`config.mk`:
```
export PLATFORM = sky130hd
export DESIGN_NAME = sop_pla
export DESIGN_NICKNAME = d
export VERILOG_FILES = /design/src/rtl/pla_pkg.sv /design/src/rtl/pla_cfg_loader.sv /design/src/rtl/pla_and_plane.sv /design/src/rtl/pla_or_plane.sv /design/src/rtl/sop_pla.sv
export SDC_FILE = /design/constraint.sdc
export NUM_CORES = 1
export LEC_CHECK = 0
export BUFFER_PORTS_ARGS = -buffer_cell sky130_fd_sc_hd__buf_2
export CAP_MARGIN = 10
export CELL_PAD_IN_SITES_DETAIL_PLACEMENT = 1
export CELL_PAD_IN_SITES_GLOBAL_PLACEMENT = 1
export CORE_MARGIN = 5
export CORE_UTILIZATION = 40
export CTS_CLUSTER_SIZE = 8
export DETAILED_ROUTE_END_ITERATION = 8
export HOLD_SLACK_MARGIN = 0.05
export PLACE_DENSITY_LB_ADDON = 0.08
export SLEW_MARGIN = 20
export SYNTH_ARGS = -nofsm -noshare
export SYNTH_HDL_FRONTEND = slang
export SYNTH_HIERARCHICAL = 1
export SYNTH_SLANG_ARGS = --single-unit
```
`constraint.sdc`:
```
create_clock -name clk -period 3.1 [get_ports clk]
set_clock_uncertainty 0.15 [all_clocks]
set_input_delay 0.62 -clock clk [delete_from_list [all_inputs] [get_ports clk]]
set_output_delay 0.62 -clock clk [all_outputs]
set_load 0.02 [all_outputs]
```
`src/rtl/pla_pkg.sv`:
```
package pla_pkg;
  function automatic int cfg_len(input int n_in, input int n_term, input int n_out);
    return n_term * 2 * n_in + n_out * n_term;
  endfunction
endpackage

```
`src/rtl/pla_cfg_loader.sv`:
```
module pla_cfg_loader #(
  parameter int TOTAL = 16,
  parameter int CW    = $clog2(TOTAL + 1)
) (
  input  logic             clk,
  input  logic             rst_n,
  input  logic             cfg_valid,
  input  logic             cfg_data,
  output logic [TOTAL-1:0] cfg_bits,
  output logic [CW-1:0]    bit_cnt,
  output logic             cfg_done
);
  logic [TOTAL-1:0] sr_q, sr_nxt;
  logic [CW-1:0]    cnt_q, cnt_nxt;

  assign cfg_done = (cnt_q == CW'(TOTAL));

  always_comb begin
    sr_nxt  = sr_q;
    cnt_nxt = cnt_q;
    if (cfg_valid && !cfg_done) begin
      sr_nxt  = {sr_q[TOTAL-2:0], cfg_data};
      cnt_nxt = cnt_q + CW'(1);
    end
  end

  always_ff @(posedge clk or negedge rst_n) begin
    if (!rst_n) begin
      sr_q  <= '0;
      cnt_q <= '0;
    end else begin
      sr_q  <= sr_nxt;
      cnt_q <= cnt_nxt;
    end
  end

  assign cfg_bits = sr_q;
  assign bit_cnt  = cnt_q;
endmodule

```
`src/rtl/pla_and_plane.sv`:
```
module pla_and_plane #(
  parameter int N_IN   = 3,
  parameter int N_TERM = 8,
  localparam int LW    = 2 * N_IN
) (
  input  logic [N_IN-1:0]        lit_in,
  input  logic [N_TERM*LW-1:0]   and_bits,
  output logic [N_TERM-1:0]      term
);
  logic [LW-1:0] lits;

  always_comb begin
    for (int i = 0; i < N_IN; i++) begin
      lits[2*i]   = lit_in[i];
      lits[2*i+1] = ~lit_in[i];
    end
  end

  for (genvar p = 0; p < N_TERM; p++) begin : g_row
    assign term[p] = &(lits | ~and_bits[p*LW +: LW]);
  end
endmodule

```
`src/rtl/pla_or_plane.sv`:
```
module pla_or_plane #(
  parameter int N_TERM = 8,
  parameter int N_OUT  = 2
) (
  input  logic [N_TERM-1:0]       term,
  input  logic [N_OUT*N_TERM-1:0] or_bits,
  output logic [N_OUT-1:0]        sop
);
  for (genvar o = 0; o < N_OUT; o++) begin : g_col
    assign sop[o] = |(term & or_bits[o*N_TERM +: N_TERM]);
  end
endmodule

```
`src/rtl/sop_pla.sv`:
```
module sop_pla #(
  parameter int N_IN    = 3,
  parameter int N_TERM  = 8,
  parameter int N_OUT   = 2,
  parameter bit REG_OUT = 1'b0
) (
  input  logic             clk,
  input  logic             rst_n,
  input  logic             cfg_valid,
  input  logic             cfg_data,
  input  logic [N_IN-1:0]  in_vec,
  output logic             cfg_done,
  output logic [N_OUT-1:0] out_vec
);
  localparam int AND_W = N_TERM * 2 * N_IN;
  localparam int OR_W  = N_OUT * N_TERM;
  localparam int TOTAL = pla_pkg::cfg_len(N_IN, N_TERM, N_OUT);
  localparam int CW    = $clog2(TOTAL + 1);

  logic [TOTAL-1:0]  cfg_bits;
  logic [CW-1:0]     bit_cnt;
  logic [N_TERM-1:0] term;
  logic [N_OUT-1:0]  sop_val;

  pla_cfg_loader #(.TOTAL(TOTAL), .CW(CW)) u_loader (
    .clk      (clk),
    .rst_n    (rst_n),
    .cfg_valid(cfg_valid),
    .cfg_data (cfg_data),
    .cfg_bits (cfg_bits),
    .bit_cnt  (bit_cnt),
    .cfg_done (cfg_done)
  );

  pla_and_plane #(.N_IN(N_IN), .N_TERM(N_TERM)) u_and (
    .lit_in  (in_vec),
    .and_bits(cfg_bits[TOTAL-1 -: AND_W]),
    .term    (term)
  );

  pla_or_plane #(.N_TERM(N_TERM), .N_OUT(N_OUT)) u_or (
    .term   (term),
    .or_bits(cfg_bits[OR_W-1:0]),
    .sop    (sop_val)
  );

  if (REG_OUT) begin : g_reg
    logic [N_OUT-1:0] out_q, out_nxt;
    always_comb out_nxt = cfg_done ? sop_val : '0;
    always_ff @(posedge clk or negedge rst_n) begin
      if (!rst_n) out_q <= '0;
      else        out_q <= out_nxt;
    end
    assign out_vec = out_q;
  end else begin : g_comb
    assign out_vec = cfg_done ? sop_val : '0;
  end
endmodule

```
======== Word level (Yosys, flattened, before mapping) ========
Index checks and enable logic that the tools add are counted.
storage, ports and cells
  register bits after elaboration ......... 71
  output and inout port bits .............. 3
  input port bits ......................... 7
  logic and storage cells ................. 38
operators by class
  $add $sub $neg .......................... 1
  bitwise operators ....................... 21
  reductions and logical operators ........ 12
  equality and inequality tests ........... 1
  mux-type cells .......................... 1
operators with widths
  cell                   number
  $not A6 Y6             8
  $or A6 B6 Y6           8
  $reduce_and A6 Y1      8
  $and A8 B8 Y8          2
  $reduce_or A8 Y1       2
  $add A7 B1 Y7 const B  1
  $eq A7 B7 Y1 const B   1
  $not A1 Y1             3
  $mux W2                1
  $logic_and A1 B1 Y1    1
  $logic_not A1 Y1       1

======== Depth between registers and ports, before layout ========
Gate-level depths: netlist of the first run.
  word-level depth ........................ 6
  mapped depth ............................ 7
  mapped depth without buffers ............ 5

======== By module ========
The synthesis of the first run kept the hierarchy.
modules (own cells, without submodules)
  module          seq. area each (sq um)  area each (sq um)  cells an instance  instances
  pla_cfg_loader  1776.7                  2930.3             165                1
  pla_and_plane   0.0                     324.1              35                 1
  pla_or_plane    0.0                     72.6               10                 1
  sop_pla         0.0                     12.5               2                  1

======== Worst setup path after synthesis of the first run ========
OpenSTA, ideal clock, no wires.
  kind .................................... flip-flop to output port
  start ................................... register u_loader.cnt_q[2], in the netlist u_loader/bit_cnt[2]
  end ..................................... output port out_vec[0]
  data arrival time ....................... 1.623 ns
  path buffers ............................ 0
  stages on the path, launching flop included .. 4
  setup slack ............................. 0.707 ns
  data required time ...................... 2.330 ns
  cell sequence ........................... dfrtp_1 or4_4 nor2_1 and2_1
between the ends
  longest elaborated chain between the ends .. 2
ends and longest elaborated chain
  item                    RTL line              text
  start, declared         pla_cfg_loader.sv:14  logic [CW-1:0] cnt_q, cnt_nxt;
  start signal, assigned  pla_cfg_loader.sv:33  cnt_q <= cnt_nxt;
  $eq A7 B7 Y1            pla_cfg_loader.sv:16  assign cfg_done = (cnt_q == CW'(TOTAL));
  net cfg_done            sop_pla.sv:12         output logic cfg_done,
  $mux W2                 sop_pla.sv:56         assign out_vec = cfg_done ? sop_val : '0;
  end, declared           sop_pla.sv:13         output logic [N_OUT-1:0] out_vec
The timed path passes the listed nets, and every way through them passes these cells.

======== Worst setup path after layout of the first run ========
  start ................................... input port in_vec[0]
  end ..................................... output port out_vec[0]
between the ends
  longest elaborated chain between the ends .. 6
  elaborated cells on any way between the ends .. 20
  classes of those cells .................. mux (1); bitwise (10); reduce/logical (9)
ends and longest elaborated chain
  item                 RTL line             text
  start, declared      sop_pla.sv:11        input logic [N_IN-1:0] in_vec,
  $not A1 Y1           pla_and_plane.sv:15  lits[2*i+1] = ~lit_in[i];
  $or A6 B6 Y6 *       pla_and_plane.sv:20  assign term[p] = &(lits | ~and_bits[p*LW +: LW]);
  $reduce_and A6 Y1 *  pla_and_plane.sv:20
  net term[6]          sop_pla.sv:22        logic [N_TERM-1:0] term;
  $and A8 B8 Y8 *      pla_or_plane.sv:10   assign sop[o] = |(term & or_bits[o*N_TERM +: N_TERM]);
  $reduce_or A8 Y1 *   pla_or_plane.sv:10
  net sop_val[0]       sop_pla.sv:23        logic [N_OUT-1:0] sop_val;
  $mux W2 *            sop_pla.sv:56
The timed path passes the listed nets; every way through them passes the cells marked *.

==> results.cfg, run 1 <==
[logic_synthesis]
synthXorXnorAreaFrac_pct = 1.311
netlist_instances = 212
synth_mux_area_share_pct = 33.61
synth_seq_cells = 71
ys_warn_count = 6
seq_area_frac_synth_pct = 53.20
synthTopCellsByArea = dfrtp_1 (53%), mux2_4 (18%), mux2_2 (8.4%)
synthAdderAreaFrac_pct = 0.7493
yosys.area_share.simple_pct = 4.159
synth_largest_area_cell = dfrtp_1
avgSynthCellArea_um2 = 15.75
synth_compound_area_share_pct = 2.435
syn-cell-area_um2 = 3339
synthesis.nets = 221
synth_cell_types = 21
synth_top_family_by_area = multiplexers
synth_top_area_share_pct = 53.20

[clocking]
cts_max_level = 3
clk_pin_slew_ns = 0.07
cts-buffers-inserted = 9
cts_root_buffer = clkbuf_8
clkLatencyLatePin_ns = 0.34
cts_tree = done
post_cts_buffers = 0
clockBufferDepth = 2
postCtsResizedCells = 0
cts_hold_buf = 0
cts.sinks = 71

[layout]
diodes = 0
fin_nets = 235
area_growth_pct = 7.981
drive_above_1_share_pct = 40.69

[timing]
fin_crit_sh_pct = 87.00
fin_crit_ns = 2.697
setup_viol = 0
tns_ns = 0
hold_violations = 0
relSlewSlack_pct = 68.00
rsz0062_at_grt = false
worst_pin_slew_ns = 0.4801
slew_violations = 0
max_freq_ghz = 0.3708
finalWorstSetupSlack_ns = 0.4030

[worst_setup_path]
crit_path_start_kind = input port
worstSetupPathType = input port to output pin
crit_top_cell = buf_2
critPathMaxFanout = 8
r2r_slack_ns = 0.87
critPathMaxStageDelay_ns = 0.29
arrival_ns = 1.93
end_kind = output pin
rr_worst_depth = 4
critPathRequiredTime_ns = 2.33
crit_path_top_delay_cell = buf_2
worstReg2RegEnd = u_loader/cfg_bits[63]
crit_chain = buf_2, mux2i_1, and3_1, a22oi_1, nand4_1, and2_1, buf_2
critPathBufInv = 2
timing.rr.start = u_loader/bit_cnt[2]
cp_top_family = simple AND/OR/NAND/NOR gates

[outcome]
outcome = complete, no violations

[drt]
drcViolationCount = 0
dr.first_iter.drc_count = 35
antenna_left = 0
post_drt_wl_per_cell_um = 18.18
via_per_inst = 5.140
dr.pass1.iters = 4
totalWireLength_um = 6107
num_vias = 1727

[placement]
finalWeightedCongestion = 0.7422
port_buffers = 9
dp_hpwl_um = 4118
place_ws_ns = 0.3799

[global_route]
antenna_found_initial = 0
grt_pass1_vias = 2007
overflow = 0
grt_usage_pct = 13.37
grt_max_degree = 41
grt_pass1_wl_um = 10430

[pwr]
irDropWorstVdd_v = 0.0002950
pwr_density_cell_nw_per_um2 = 719.3
p_leak_uw = 0.001778

[die]
rows = 33
initial_core_util_pct = 40.85
dieHeight_um = 101.4
ioPinCount = 10
core_area_um2 = 8175
die_w_um = 101.4
die_area_um2 = 10280

[job]
maxCapViolCount = 0

[min_path]
hp-class = input port to asynchronous set/reset pin
## layout make-up
type / count / area (um^2)
sequential: 71 / 1777
fill: 838 / 4569
inverter: 2 / 7.507
multi-input combinational: 129 / 1411
tap: 105 / 131.4
clock inverter: 3 / 42.54
clock buffer: 13 / 148.9
timing repair buffer: 13 / 87.58
## cells in the mapped netlist
cell type	number
nor2_1	1
and3_1	9
o21ai_4	1
mux2_4	40
nand2_1	3
ha_1	2
nand4_1	6
xnor2_1	5
o21ai_0	1
and2_1	2
buf_8	1
a22oi_1	8
or2_2	1
buf_6	3
mux2i_1	24
buf_12	4
mux2_2	25
inv_1	2
buf_4	2
or4_4	1
dfrtp_1	71
## placed cells by master, fill, tap and decap left out, drive strengths merged
cell and instances:
mux2i 24, inv 2, nand4 6, buf 13, ha 2, a22oi 8
bufinv 1, clkinvlp 1, clkbuf 13, or2 1, and2 2, or4 1
nor2 1, o21ai 2, xnor2 5, clkinv 1, and3 9, nand2 3
mux2 65, dfrtp 71
## power breakdown
group | leakage, uW | switching (uW) | internal, uW
clock network | 0.0000936 | 331 | 393
logic | 0.000751 | 193 | 350
registers | 0.000933 | 196 | 1130
total | 0.00178 | 720 | 1870
## registers in the layout, summed over array words and instances (netlist names)
register and cells:
u_loader/bit_cnt 7, u_loader/cfg_bits 64
## metrics by stage
step                      total power (uW)  std cells  util [%]  cell area, um^2  hold WS, ns
after floorplan                       1739        212         -             3339       0.1744
after global placement                1862        320     41.77             3415       0.3148
after detailed placement              1889        320     41.77             3415       0.3193
after CTS                             2641        336     44.11             3606      0.08211
after global routing                  2750        336     44.11             3606      0.09882
final                                 2594        336     44.11             3606      0.07664
## worst max path at each step
stage / startpoint / to / slack [ns] / cells past startpoint
final: in_vec[0] / out_vec[0] / 0.40 / 7
after global routing: u_loader/bit_cnt[2] / out_vec[0] / 0.30 / 4
after CTS: u_loader/bit_cnt[2] / out_vec[0] / 0.36 / 4
after detailed placement: in_vec[0] / out_vec[0] / 0.38 / 7
after global placement: in_vec[0] / out_vec[0] / 0.39 / 7
after floorplan: u_loader/bit_cnt[2] / out_vec[0] / 0.71 / 3
## per-layer routing
metal	global-route usage [%]	up-vias	share of wire, %
met5	0	-	0
met3	3.512	13	3.0
met2	21.83	19	51
met4	6.135	0	2.4
met1	16.60	901	44
li1	-	794	-
## cells by family (layout without fill, tap and decap cells)
family | count (synthesis) | count (layout)
xor+xnor | 5 | 5
simple gates | 23 | 23
flops | 71 | 71
fa+ha+maj | 2 | 2
compound gates | 10 | 10
mux | 89 | 89
buf+inv | 12 | 31
Power figures use the tool's default switching activity.
==> run 2: changes to the inputs <==
Settings changed: ABC_AREA from default to 1.
==> results.cfg, run 2 <==
[logic_synthesis]
synth_ff_type = dfrtp_1
synth_cell_types = 16
synthTopCellsByArea = dfrtp_1 (52%), nand2_1 (33%), inv_1 (5.4%)
synth-async-reset-ratio_pct = 100.0
synth_top_area_share_pct = 51.52
netlist_instances = 487
syn-cell-area_um2 = 3448
synthesis.nets = 496
synth-edff-count = 0
seq_area_frac_synth_pct = 51.52
avgSynthCellArea_um2 = 7.081
synthTopCellsByCount = nand2_1 (307), dfrtp_1 (71), inv_1 (50), nor2_1 (16), buf_2 (14)
ys_warn_count = 6
synth_largest_area_cell = dfrtp_1
synth_seq_cells = 71
synth.most_common_cell = nand2_1

[drt]
post_drt_wl_per_cell_um = 13.45
num_vias = 2781
antenna_left = 0
via_per_inst = 4.612
dr.first_iter.drc_count = 75
drcViolationCount = 0
totalWireLength_um = 8113
dr.pass1.iters = 4

[worst_setup_path]
critPathRequiredTime_ns = 2.33
crit_top_cell = nand2_1
r2r_slack_ns = 0.98
worstSetupPathType = input port to output pin
critPathBufInv = 4
critPathMaxFanout = 9
worstReg2RegEnd = u_loader/cfg_bits[20]
cp_top_family = simple AND/OR/NAND/NOR gates
rr_worst_depth = 10
end_kind = output pin
cp-startpoint = in_vec[0]
crit_chain = buf_2, inv_2, nand2_1, nand2_1, nand2_1, nor2_1, nand2_1, nand2_1, nor2_1, nand2_1, nand2_1, inv_1, buf_2
timing.rr.start = u_loader/bit_cnt[0]
crit_path_start_kind = input port
arrival_ns = 1.85
crit_path_top_delay_cell = inv_2
critPathMaxStageDelay_ns = 0.19

[timing]
rsz0062_at_grt = false
relSlewSlack_pct = 46.09
setup_viol = 0
hold_violations = 0
fin_crit_ns = 2.617
fin_crit_sh_pct = 84.42
slew_violations = 0
max_freq_ghz = 0.3821
tns_ns = 0
worst_pin_slew_ns = 0.8086
whs_ns = 0.2005

[clocking]
cts_root_buffer = clkbuf_8
post_cts_buffers = 0
cts.sinks = 71
cts-buffers-inserted = 9
cts_hold_buf = 0
cts_max_level = 3
postCtsResizedCells = 0
cts_tree = done
clockBufferDepth = 2
clkLatencyLatePin_ns = 0.35
clk_pin_slew_ns = 0.09

[pwr]
pwr_density_cell_nw_per_um2 = 586.8
irDropWorstVdd_v = 0.0002507
p_leak_uw = 0.002169

[layout]
postLayoutCellArea_um2 = 3790
diodes = 0
area_growth_pct = 9.906
largest_reg_flops = 64
layout_common_cells = nand2_1 (307), dfrtp_1 (71), inv_1 (50)
fin_nets = 502
final_common_cell = nand2_1
fillers = 1068
drive_above_1_share_pct = 6.627

[placement]
finalWeightedCongestion = 0.7759
port_buffers = 9
post_dp_cell_area_um2 = 3568
dp_hpwl_um = 5399

[global_route]
overflow = 0
antenna_found_initial = 0
grt_usage_pct = 17.38
grt_max_degree = 72
grt_pass1_wl_um = 14180
grt_pass1_vias = 2841

[die]
dieHeight_um = 102.9
rows = 33
die_w_um = 102.9
ioPinCount = 10
core_area_um2 = 8299
initial_core_util_pct = 41.55
die_area_um2 = 10580

[job]
maxCapViolCount = 0

[outcome]
outcome = complete, no violations

[min_path]
hp-class = input port to asynchronous set/reset pin
-- run 2: cell types whose count changed in the layout (fill, tap and decap cells not counted), sizes merged, moves of 5 or more --
cell,change
mux2,-65
nand2,+305
nand3,+6
nand4,-5
o21ai,+7
inv,+51
nor2,+15
mux2i,-24
and3,-9
a22oi,-8
-- run 2: layout make-up --
cell class                      count  area [um^2]  share of cell area (%)
Multi-Input combinational cell    346         1369                   36.12
Clock buffer                        9        123.9                   3.268
Sequential cell                    71         1777                   46.88
Inverter                           53        198.9                   5.249
Tap cell                          105        131.4                   3.466
Clock inverter                      7        97.59                   2.575
Timing Repair Buffer               12        92.59                   2.443
-- run 2: worst max-delay path by stage --
stage,to,slack (ns),depth (start not counted)
floorplan,out_vec[0],0.83,12
global placement,out_vec[0],0.42,13
finish,out_vec[0],0.48,13
detailed placement,out_vec[0],0.42,13
CTS,out_vec[0],0.42,13
global route,out_vec[0],0.27,13
-- run 2: logic make-up after synthesis --
logic type	after synthesis	share of synthesized area [%]
and+or+nand+nor	331	36.68
AOI/OAI and AO/OA	10	1.524
DFF	71	51.52
xor gates and xnor gates	3	0.7621
adders and majority gates	2	0.7256
buffers and inverters	70	8.781
-- run 2: layer usage --
metal | vias up | wire, um | global-route usage, %
met2 | 13 | 3780 | 27.76
met3 | 8 | 147 | 3.112
li1 | 1431 | - | -
met5 | - | 0 | 0
met1 | 1329 | 4082 | 24.16
met4 | 0 | 103 | 5.378
-- run 2: power by group --
group | total (uW) | leakage [uW] | internal, uW | switching [uW]
Combinational | 295 | 0.00109 | 108 | 187
Sequential | 1100 | 0.000970 | 1010 | 90.1
Clock | 826 | 0.000105 | 454 | 372
Total | 2220 | 0.00217 | 1570 | 649
-- run 2: per-stage QoR --
step	instances	util [%]	power [uW]	worst slack, ns
2_1_floorplan	487	-	1320	0.8275
3_3_place_gp	587	43.00	1415	0.4238
3_5_place_dp	587	43.00	1425	0.4228
4_1_cts	603	45.67	2256	0.4187
5_1_grt	603	45.67	2373	0.2743
6_report	603	45.67	2224	0.4830
